**src/rtl/mdio_mgmt_master.sv**
```systemverilog
module mdio_mgmt_master #(
  parameter int MDC_HALF = 2
) (
  input  logic        clk,
  input  logic        rst_n,
  input  logic        host_we,
  input  logic [1:0]  host_sel,
  input  logic [15:0] host_wdata,
  output logic [9:0]  addr_reg,
  output logic [16:0] data_reg,
  output logic        mdc,
  output logic        mdio_o,
  output logic        mdio_oe,
  input  logic        mdio_i
);

  localparam int DW = (MDC_HALF > 1) ? $clog2(MDC_HALF) : 1;
  localparam logic [1:0] SEL_ADDR = 2'd0;
  localparam logic [1:0] SEL_DATA = 2'd1;
  localparam logic [1:0] SEL_GO   = 2'd2;
  localparam logic [6:0] TA_IDX   = 7'd46;
  localparam logic [5:0] DAT_IDX  = 6'd48;
  localparam logic [5:0] LAST_IDX = 6'd63;

  logic [DW-1:0] div_cnt;
  logic          tick, tick_rise, tick_fall;
  logic          busy, active, is_read;
  logic [5:0]    bit_idx;
  logic [63:0]   frame;
  logic [15:0]   data_q;
  logic [9:0]    addr_q;
  logic          start_wr, start_rd;

  assign tick      = (div_cnt == DW'(MDC_HALF - 1));
  assign tick_rise = tick & ~mdc;
  assign tick_fall = tick & mdc;
  assign start_wr  = host_we && (host_sel == SEL_DATA) && !busy;
  assign start_rd  = host_we && (host_sel == SEL_GO) && !busy;
  assign addr_reg  = addr_q;
  assign data_reg  = {busy, data_q};

  always_ff @(posedge clk) begin
    if (!rst_n) begin
      div_cnt <= '0;
      mdc     <= 1'b0;
    end else begin
      div_cnt <= tick ? '0 : div_cnt + 1'b1;
      if (tick) mdc <= ~mdc;
    end
  end

  always_ff @(posedge clk) begin
    if (!rst_n) begin
      addr_q  <= '0;
      data_q  <= '0;
      busy    <= 1'b0;
      active  <= 1'b0;
      is_read <= 1'b0;
      bit_idx <= '0;
      frame   <= '1;
      mdio_o  <= 1'b1;
      mdio_oe <= 1'b0;
    end else begin
      if (host_we && (host_sel == SEL_ADDR) && !busy)
        addr_q <= host_wdata[9:0];
      if (start_wr) begin
        busy    <= 1'b1;
        is_read <= 1'b0;
        data_q  <= host_wdata;
        frame   <= {32'hFFFF_FFFF, 2'b01, 2'b01, addr_q, 2'b10, host_wdata};
      end else if (start_rd) begin
        busy    <= 1'b1;
        is_read <= 1'b1;
        frame   <= {32'hFFFF_FFFF, 2'b01, 2'b10, addr_q, 18'h3FFFF};
      end else if (busy && tick_fall) begin
        if (!active) begin
          active  <= 1'b1;
          bit_idx <= '0;
          mdio_o  <= frame[63];
          mdio_oe <= 1'b1;
          frame   <= {frame[62:0], 1'b1};
        end else if (bit_idx == LAST_IDX) begin
          busy    <= 1'b0;
          active  <= 1'b0;
          mdio_o  <= 1'b1;
          mdio_oe <= 1'b0;
        end else begin
          bit_idx <= bit_idx + 1'b1;
          mdio_o  <= frame[63];
          frame   <= {frame[62:0], 1'b1};
          mdio_oe <= !(is_read && ({1'b0, bit_idx} + 7'd1 >= TA_IDX));
        end
      end else if (busy && active && tick_rise && is_read && bit_idx >= DAT_IDX) begin
        data_q <= {data_q[14:0], mdio_i};
      end
    end
  end

  a_r8_idle_released: assert property (@(posedge clk) disable iff (!rst_n)
    !busy |-> !mdio_oe);

  a_r7_addr_hold: assert property (@(posedge clk) disable iff (!rst_n)
    $past(busy) |-> $stable(addr_q));

  a_r3_wdata_hold: assert property (@(posedge clk) disable iff (!rst_n)
    ($past(busy) && !is_read) |-> $stable(data_q));

  a_r5_sample_on_rise: assert property (@(posedge clk) disable iff (!rst_n)
    ($past(busy) && data_q != $past(data_q)) |-> $rose(mdc));

  a_r9_change_on_fall: assert property (@(posedge clk) disable iff (!rst_n)
    (mdio_o != $past(mdio_o)) |-> $fell(mdc));

endmodule

```
**config.mk**
```make
export PLATFORM = sky130hd
export DESIGN_NAME = mdio_mgmt_master
export DESIGN_NICKNAME = d
export VERILOG_FILES = /design/src/rtl/mdio_mgmt_master.sv
export SDC_FILE = /design/constraint.sdc
export NUM_CORES = 1
export LEC_CHECK = 0
export CAP_MARGIN = 20
export CORE_MARGIN = 5
export CORE_UTILIZATION = 39
export CTS_CLUSTER_DIAMETER = 100
export CTS_CLUSTER_SIZE = 40
export DETAILED_ROUTE_END_ITERATION = 10
export RECOVER_POWER = 100
export SLEW_MARGIN = 15
export SYNTH_ARGS = -nofsm -noshare
export SYNTH_HDL_FRONTEND = slang
export SYNTH_SLANG_ARGS = --single-unit
```
**constraint.sdc**
```tcl
create_clock -name clk -period 2.1 [get_ports clk]
set_input_delay 0.21 -clock clk [delete_from_list [all_inputs] [get_ports clk]]
set_output_delay 0.21 -clock clk [all_outputs]
set_load 0.02 [all_outputs]
```
==> summary.md <==
| Metric | Value |
|---|---|
| Register area | 2060 um^2 |
| Top cells by count, synth | nand2_1, dfxtp_1, nand3_1 |
| CTS tree | done |
| Drt total wl | around 9.5 mm |
| Postcts setup bufs | 0 |
| Initial core utilization | about two fifths |
| Die footprint | 12700 um^2 |
| Distinct cells, synth | 41 |
| Fin crit period | 1.91 ns |
| Slew Viols, Final | 0 |
| Area Growth Syn to Fin | 21.8% |
| Crit. End Element | flop |
| Final instance area | 5020 um^2 |
| Worst vdd ir | 0.313 mV |
| Port buffer count | 51 |
| Worst-path clk slew | 0.11 ns |
| Fmax | 523 MHz |
| Via count | 3476 |
| Final Hold Viols | 0 |
| Area post-placement | 4800 um^2 |
| Outcome | finished, final reports clean |
| Clock power share | between 30% and 40% |
| Final period util | 91.0% |
| Overflow after GRT | 0 |
| First drt pass iteration count | 5 |
| Max reg flops | 64 |
| CP bufs+invs | 2 |
| TNS Setup | 0 ns |
| Slew HR | 46.4% |
| Die extent in x | 113 um |
| Most common cell in the synthesized netlist | nand2_1 |
| DP HPWL | 6.46 mm |
| Seq pwr share | 56.1% |
| Vias per std cell | between 5 and 6 |
| Cell mode on critical path | buf_4 |
| GRT Total Usage | 15.4% |
| Remaining DRCs | 0 |
| Antenna Nets Post-Route | 0 |
| Power Dens Cells | 747 nW/um^2 |
| Synth area leaders | dfxtp_1, nand2_1, nand3_1, a221o_1, o211a_1 |
| Num rows | 37 |
| CP max stage delay | 0.42 ns |
| Actual slew at the worst max-slew pin | 0.804 ns |
| Cells after synthesis | 480 |
| Max-cap violations | 0 |
| Critical path type | flop to flop |
| RSZ-0062 raised after global routing | false |
| Final layout net count | 549 |
| Worst EP arrival | about 2.2 ns |
| Syn_nets | 504 |
| Synth Area per Inst | 8.59 um^2 |
| Net Sw Frac | 27.3% |
| Die H | approximately 110 um |
| Ys async rst share | 0% |
| Combinational Power Share | 10.6% |
| Clock latency on the worst-skew pair | about 0.37 ns |
| CTS root buffer | clkbuf_8 |
| Pleak | between 2 and 2.5 nW |
| Fraction of layout instances using a drive strength above 1 | 8.49% |
| RePlAce Congestion | 0.746 |
| Routed len/inst | between 10 and 15 um |
| H-tree levels | 3 |
| Psw | 1.03 mW |
| Initial antenna violation count | 0 |
| Leading area contributor after synthesis | dfxtp_1 |
| #FFs+latches synth | roughly 100 |
| Yosys Warn Count | 0 |
| Crit-path leading delay family | buffers and inverters |
| Worst path cell trace | ha_1 -> nand3_2 -> o21a_2 -> buf_4 -> buf_4 -> nand2_1 -> nand3_1 |
| Synth top area share | 50.0% |
| Main synth FF type | dfxtp_1 |
| Req. time, crit path | 2.34 ns |
| IO Pins | 52 |
| Mapped cell area | 4120 um^2 |
| Setup crit start kind | flop |
| Pin count of the biggest net entering global routing | 43 |
| # diodes | 0 |
| CP max-delay cell | dfxtp_1 |
| Number of global-route vias before repair | 3399 |
| Initial DRC Count | 104 |
| CTS buffer count | 9 |
| Fill cells | a little over 1000 |
| Core area | roughly 10000 um^2 |
| CTS max path bufs | 2 |
| Skew final | 0.0132 ns |
| Hold crit path type | input port to flop |
| Multi-input gate area in the final layout | about 1900 um^2 |
| Internal | roughly 2.7 mW |
| Crit-path max FO | 21 |
| Clk sinks | ~100 |
| Register area share after synthesis | about 50% |
| First-pass GRT wire length | around 16 mm |
| Final setup fails | 0 |
| EDFF count, synth | 0 |
[through the flow]
step	hold slack (ns)	std cells	utilization (%)	power, mW	worst slack (ns)
CTS	0.405	664	48.4	3.79	0.00321
global route	0.418	666	48.6	3.92	0.0280
floorplan	0.355	480	-	2.39	0.447
detailed placement	0.454	648	46.5	2.55	0.0199
finish	0.413	666	48.6	3.75	0.189
global placement	0.446	648	46.5	2.54	0.0559
[cell families (layout without fill, tap and decap cells)]
| family | after synthesis | after routing | synth area share [%] |
|---|---|---|---|
| buf+inv | 38 | 87 | 4.80 |
| fa+ha+maj | 2 | 2 | 0.607 |
| compound gates | 76 | 76 | 16.0 |
| simple gates | 255 | 256 | 27.3 |
| xor+xnor | 6 | 6 | 1.28 |
| flops | 103 | 103 | 50.0 |
[final cells by class]
| type | instances | share of cell area, % |
|---|---|---|
| clock inverters | 6 | 1.27 |
| repair buffers | 69 | 13.7 |
| multi-input cells | 340 | 37.7 |
| well taps | 136 | 3.39 |
| inverters | 2 | 0.150 |
| flip-flops and latches | 103 | 41.1 |
| clock buffers | 10 | 2.74 |
[cell usage in the layout (no fill, tap or decap), types with 2 or more instances in the layout]
cell type and count:
buf_4 12, nand2_1 164, xor2_1 3, clkbuf_2 2
buf_12 3, nand3_1 57, nor2_4 2, nor2b_1 2
xnor2_1 3, o21a_1 3, nor2_1 6, nor3b_1 2
o21ai_0 4, clkdlybuf4s50_1 20, a21oi_1 4, inv_1 2
a221o_1 27, ha_1 2, nor3_1 4, o211a_1 17
dfxtp_1 103, or3b_1 2, inv_8 2, and2_1 3
a21boi_0 14, clkbuf_8 10, dlygate4sd3_1 31, nand4_1 2
[worst register-to-register path, delay by kind of cell (launching register included)]
family,cells,cell delay (ns)
AO/OA/AOI/OAI,1,0.31
adder cells (fa/ha/maj),1,0.27
buffers and inverters,2,0.46
flip-flops,1,0.42
AND/OR/NAND/NOR,3,0.33
[power groups by stage]
| stage | registers, mW | logic [mW] | clock network [mW] |
|---|---|---|---|
| final | 2.10 | 0.398 | 1.25 |
| after global routing | 2.12 | 0.441 | 1.36 |
| after CTS | 2.11 | 0.406 | 1.28 |
| after detailed placement | 2.15 | 0.405 | 0 |
| after global placement | 2.15 | 0.398 | 0 |
| after floorplan | 2.16 | 0.223 | 0 |
[path summary, 6_finish.rpt]
check	depth (start not counted)	endpoint	start	slack, ns
max	7	frame[35]$_SDFFE_PP1P_	bit_idx[0]$_SDFFE_PN0P_	0.19
max reg2reg	7	frame[35]$_SDFFE_PP1P_	bit_idx[0]$_SDFFE_PN0P_	0.19
min reg2reg	2	frame[47]$_SDFFE_PP1P_	frame[46]$_SDFFE_PP1P_	0.46
min	3	addr_reg[3]$_SDFFE_PN0P_	host_wdata[3]	0.41
[metal layers]
layer,vias to the layer above,part of all wire (%),track usage [%]
met5,-,0,0
met4,0,1.2,4.33
met3,10,4.1,3.37
met2,70,46,24.7
met1,1658,49,20.9
li1,1738,-,-
[repair_timing]
item	CTS	global route
hold buffers	0	0
setup endpoints to repair	0	28
resized for setup	0	1
Power figures use the tool's default switching activity.
